### src/rtl/zcomma_pkg.sv
package zcomma_pkg;
  localparam int unsigned BYTE_W = 8;
  localparam logic [BYTE_W-1:0] COMMA_HI = 8'hBC; // K28.5
  localparam logic [BYTE_W-1:0] COMMA_LO = 8'h3C; // K28.1

  typedef struct packed {
    logic [BYTE_W-1:0] val;
    logic              ctl;
  } lane_t;
endpackage

### src/rtl/zcomma_lane.sv
module zcomma_lane
  import zcomma_pkg::*;
#(
  parameter logic [BYTE_W-1:0] COMMA = COMMA_LO
) (
  input  logic [BYTE_W-1:0] byte_i,
  output lane_t             lane_o
);
  logic is_zero;
  assign is_zero = (byte_i == '0);

  always_comb begin
    lane_o.ctl = is_zero;
    lane_o.val = is_zero ? COMMA : byte_i;
  end
endmodule

### src/rtl/zcomma_enc.sv
module zcomma_enc
  import zcomma_pkg::*;
#(
  parameter int unsigned LANES = 2
) (
  input  logic                      clk,
  input  logic                      rst,
  input  logic [LANES*BYTE_W-1:0]   word_i,
  output logic [LANES*BYTE_W-1:0]   data_o,
  output logic [LANES-1:0]          ctl_o
);
  localparam int unsigned WORD_W = LANES * BYTE_W;

  logic [WORD_W-1:0] in_q;
  lane_t             lane_c [LANES];
  logic              vld_q;

  // Input capture register
  always_ff @(posedge clk) begin
    if (rst) begin
      in_q  <= '0;
      vld_q <= 1'b0;
    end else begin
      in_q  <= word_i;
      vld_q <= 1'b1;
    end
  end

  // One substitution cell per lane; the top lane uses the high comma
  for (genvar g = 0; g < LANES; g++) begin : g_lane
    localparam logic [BYTE_W-1:0] CSEL = (g == LANES-1) ? COMMA_HI : COMMA_LO;
    zcomma_lane #(.COMMA(CSEL)) u_lane (
      .byte_i (in_q[g*BYTE_W +: BYTE_W]),
      .lane_o (lane_c[g])
    );

    // Output register for this lane
    always_ff @(posedge clk) begin
      if (rst) begin
        data_o[g*BYTE_W +: BYTE_W] <= '0;
        ctl_o[g]                   <= 1'b0;
      end else begin
        data_o[g*BYTE_W +: BYTE_W] <= lane_c[g].val;
        ctl_o[g]                   <= lane_c[g].ctl;
      end
    end

    AST_FLAG_COMMA: assert property (@(posedge clk) disable iff (rst)
      ctl_o[g] |-> (data_o[g*BYTE_W +: BYTE_W] == CSEL));

    AST_LANE_PASS: assert property (@(posedge clk) disable iff (rst)
      (vld_q && $past(word_i[g*BYTE_W +: BYTE_W]) != '0) |=>
        (!ctl_o[g] && data_o[g*BYTE_W +: BYTE_W] == $past(word_i[g*BYTE_W +: BYTE_W], 2)));

    AST_LANE_SUB: assert property (@(posedge clk) disable iff (rst)
      (vld_q && $past(word_i[g*BYTE_W +: BYTE_W]) == '0) |=> ctl_o[g]);
  end

  AST_RESET_CLR: assert property (@(posedge clk)
    $past(rst) |-> (data_o == '0 && ctl_o == '0));

  AST_HI_COMMA: assert property (@(posedge clk) disable iff (rst)
    (vld_q && $past(word_i[WORD_W-1 -: BYTE_W]) == '0) |=>
      (data_o[WORD_W-1 -: BYTE_W] == COMMA_HI));

  AST_LO_COMMA: assert property (@(posedge clk) disable iff (rst)
    (vld_q && $past(word_i[BYTE_W-1:0]) == '0) |=>
      (data_o[BYTE_W-1:0] == COMMA_LO));
endmodule

### config.mk
export PLATFORM = sky130hd
export DESIGN_NAME = zcomma_enc
export DESIGN_NICKNAME = d
export VERILOG_FILES = /design/src/rtl/zcomma_pkg.sv /design/src/rtl/zcomma_lane.sv /design/src/rtl/zcomma_enc.sv
export SDC_FILE = /design/constraint.sdc
export NUM_CORES = 1
export LEC_CHECK = 0
export BUFFER_PORTS_ARGS = -buffer_cell sky130_fd_sc_hd__buf_4
export CAP_MARGIN = 20
export CORE_ASPECT_RATIO = 0.8
export CORE_UTILIZATION = 40
export CTS_BUF_LIST = sky130_fd_sc_hd__clkbuf_2 sky130_fd_sc_hd__clkbuf_4 sky130_fd_sc_hd__clkbuf_8
export DETAILED_ROUTE_END_ITERATION = 12
export GPL_ROUTABILITY_DRIVEN = 0
export PLACE_DENSITY = 0.66
export SYNTH_ARGS = -nofsm -noshare
export SYNTH_HDL_FRONTEND = slang
export SYNTH_SLANG_ARGS = --single-unit
### constraint.sdc
create_clock -name clk -period 3.7 [get_ports clk]
set_clock_uncertainty 0.15 [all_clocks]
set_input_delay 0 -clock clk [delete_from_list [all_inputs] [get_ports clk]]
set_output_delay 0 -clock clk [all_outputs]
set_load 0.01 [all_outputs]
Word level (Yosys, flattened, before mapping)

Cells that the tools add are included.
Widths: inputs -> output; s select.

RAM bits: 0
Memories: 0
Latch bits: 0
Bits of input ports: 18
Word-level logic and storage cells: 13
Bits in read-only memories: 0
Output and inout bits: 18
Register bits: 34

Order comparisons: 0
Shifts and indexed selects: 0
Equal/unequal tests: 0
Bitwise gates (word level): 0
Muxes and demuxes: 2
Reduce and logical (&&, ||, !) cells: 4
Multipliers: 0
Divide/modulo/power cells: 0
$add $sub $neg: 0

Operators by type and width:

| kind            | count |
|---|---|
| $logic_not 8->1 | 2 |
| $mux 8          | 1 |
| $mux 6          | 1 |
| $reduce_or 2->1 | 2 |

Longest topological paths before layout

Depth in word-level cells: 2
Gate-level depth with buffers: 3
Mapped depth without buffers: 2

By module

From an unflattened synthesis, not the netlist that was laid out.

Cells, all modules: 99
Area, all modules: 1142.3 um^2

Modules (own cells, without submodules):

| module                         | cells an instance | area an instance (um^2) | instances | sequential area each (um^2) |
|---|---|---|---|---|
| zcomma_enc                     | 71                | 937.1                   | 1         | 680.7 |
| zcomma_lane (g_lane[1].u_lane) | 14                | 113.9                   | 1         | 0.0 |
| zcomma_lane (g_lane[0].u_lane) | 14                | 91.3                    | 1         | 0.0 |

Worst setup path after synthesis

No wires, ideal clock.

Path type: register to register
Start: reg in_q[14]
End: reg ctl_o[1]
Path buffers: 1
Arrival: 1.076 ns
Clock period less this slack: 1.299 ns
Setup time: 0.073 ns
Slack: 2.401 ns
Stages on the path, launching flop included: 4
Data required time: 3.477 ns
Cells stage by stage: dfxtp_1 -> or4_4 -> buf_6 -> nor3_4

Longest elaborated chain between the ends: 1

Ends and longest elaborated chain:

| item                           | RTL line          | text |
|---|---|---|
| start: declaration             | zcomma_enc.sv:14  | `logic [WORD_W-1:0] in_q;` |
| start signal: assignment       | zcomma_enc.sv:24  | `in_q <= word_i;` |
| $logic_not 8->1                | zcomma_lane.sv:10 | `assign is_zero = (byte_i == '0);` |
| end signal: indexed assignment | zcomma_enc.sv:44  | `ctl_o[g] <= lane_c[g].ctl;` |
| end: declaration               | zcomma_enc.sv:10  | `output logic [LANES-1:0] ctl_o` |

No other way between the ends.
A chain may end at the register's enable or synchronous reset.

Worst setup path in the final report

Start: in rst
End: reg in_q[1]

RTL lines:

| item               | RTL line        | text |
|---|---|---|
| start: declaration | zcomma_enc.sv:7 | `input logic rst,` |

No word-level cell between the ends.

==> reports/results.ini <==
[clock_network]
htreeDepth=2
cts_buffers=5
clock_sink_count=34
cts_buffer_depth=2
root_buffer=clkbuf_4
clkLatencyLatePin_ps=320
clk_pin_slew_ps=90
cts_tree=built

[sta]
finalSetupViolations=0
layout_worst_path_cycle_share_pct=39.9
max_freq_mhz=677
drv_slew=0
hold_viol=0
tns_ps=0
fin_crit_ps=1480
maxSlewHeadroom_pct=75.9
tightestPinTransition_ps=362
grt_setup_unrepaired=false

[floorplanning]
num_rows=16
initial_utilization_pct=43.3
die_h_microns=48.6
die_area_sq_um=2920
io_pins=36
coreArea_sq_um=2500
die_x_microns=60.2

[place]
dp_hpwl_mm=1.40
dpl_cell_area_sq_um=1360
numPortBuffers=35

[yosys]
synth_cell_type_count=12
syn-num-nets=113
avgSynthCellArea_sq_um=11.4
yosysSeqAreaShare_pct=62.8
synth_seq_cells=34
synth_area_sq_um=1080
yosys_warnings=0
syn_inst=95

[detailed_routing]
ant_nets=0
wirelength_mm=2.35
wl_per_cell_microns=11.7
num_vias=904
drt_iter0_markers=4
drt_first_pass_iters=3
drc=0
vias_per_cell=4.52

[power]
p_leak_uw=0.000777
combPwrFrac_pct=14.3
peakVddDrop_uv=220
power.share.sequential_pct=57.6
p_int_uw=536
switchingPower_uw=155
p_sw_share_pct=22.4
power_density_nw_per_um2=396
clkPwrFrac_pct=28.1

[setup_path]
required_ps=3760
critPathKind=input pin to register
start_kind=input pin
arrival_ps=1540
end_kind=register
worst-path-max-fanout=38

[global_route]
grt_max_degree=39
antenna_found_initial=0
grt_pass1_wl_mm=3.75
globalRoute.totalOverflow=0
grtUsageTotal_pct=18.0
grt_pass1_vias=908

[outcome]
status=finished clean

[finish]
diodes=0
fin_area_sq_um=1750
final_layout_size_suffix_gt1_share_pct=28.0
final_cell_mix=buf_4 (35), dfxtp_1 (34), dlygate4sd3_1 (33)
synthToLayoutAreaGrowth_pct=61.1
fillerInstances=194
nets=183
final_common_cell=buf_4

[worst_hold_path]
hold_path.class=register to register

[run]
cap_viol_max_count=0

==> sequential cells by signal, indices dropped and copies added (netlist names) <==
signal and cells:
data_o 16, in_q 16, ctl_o 2
==> synthesized netlist by cell type <==
library cell	number	area, sq um
inv_1	9	33.8
or4_1	12	90.1
nor2b_1	23	144
buf_2	1	5.00
buf_6	1	11.3
o22ai_2	3	37.5
nor3_1	1	5.00
nor3_4	1	16.3
dfxtp_1	34	681
o22ai_1	6	37.5
clkbuf_1	3	11.3
or4_4	1	11.3
==> routing by layer <==
metal	vias up	share of wire [%]	track usage, %
li1	460	-	-
met1	414	42	19.4
met2	28	51	30.6
met3	2	5.4	7.49
met4	0	1.2	6.59
met5	-	0	0
==> power by group through the flow <==
stage / Combinational (uW) / Clock, uW / Sequential [uW]
2_1_floorplan: 34.1 / 0 / 408
5_1_grt: 107 / 217 / 400
3_5_place_dp: 71.5 / 0 / 406
6_report: 98.7 / 194 / 398
3_3_place_gp: 69.7 / 0 / 405
4_1_cts: 98.2 / 199 / 398
==> worst paths after layout <==
| path | start | endpoint | slack [ps] | cells after the start |
|---|---|---|---|---|
| worst min register to register | in_q[8] | data_o[8] | 310 | 1 |
| worst max register to register | in_q[12] | data_o[13] | 2350 | 2 |
| worst max-delay path | rst | in_q[1] | 2220 | 4 |
| worst min-delay path | in_q[8] | data_o[8] | 310 | 1 |
==> timing repair <==
| item | in CTS | in global routing |
|---|---|---|
| hold buffers | 33 | 0 |
| hold endpoints to repair | 32 | 0 |
| gates resized for setup | 0 | 0 |
| buffers inserted | 0 | 0 |
==> per-stage QoR <==
step           total power [uW]  setup WS, ps  std cells  util (%)  hold slack [ps]
3_3_place_gp                474          2440        161      54.5             59.8
5_1_grt                     725          2180        200      69.8              333
6_report                    691          2220        200      69.8              315
4_1_cts                     694          2230        200      69.8              318
3_5_place_dp                477          2410        161      54.5             65.7
2_1_floorplan               443          2400         95         -            -21.8
==> cells by family after synthesis <==
kind of cell           synth area share [%]
AND/OR/NAND/NOR                        24.6
flip-flops                             62.8
buffers and inverters                  5.66
AO/OA/AOI/OAI                          6.93
==> cell type report <==
cell class	instances	area [sq um]	area share, %
multi-input cells	47	342	19.6
well taps	36	45.0	2.58
clock buffers	6	51.3	2.94
flip-flops and latches	34	681	39.0
repair buffers	68	593	34.0
inverters	9	33.8	1.94
==> critical path: stages <==
cell and delay (ps):
dlygate4sd3_1 520, buf_4 330, nor2b_1 100, dlygate4sd3_1 580
Power figures use the tool's default switching activity.
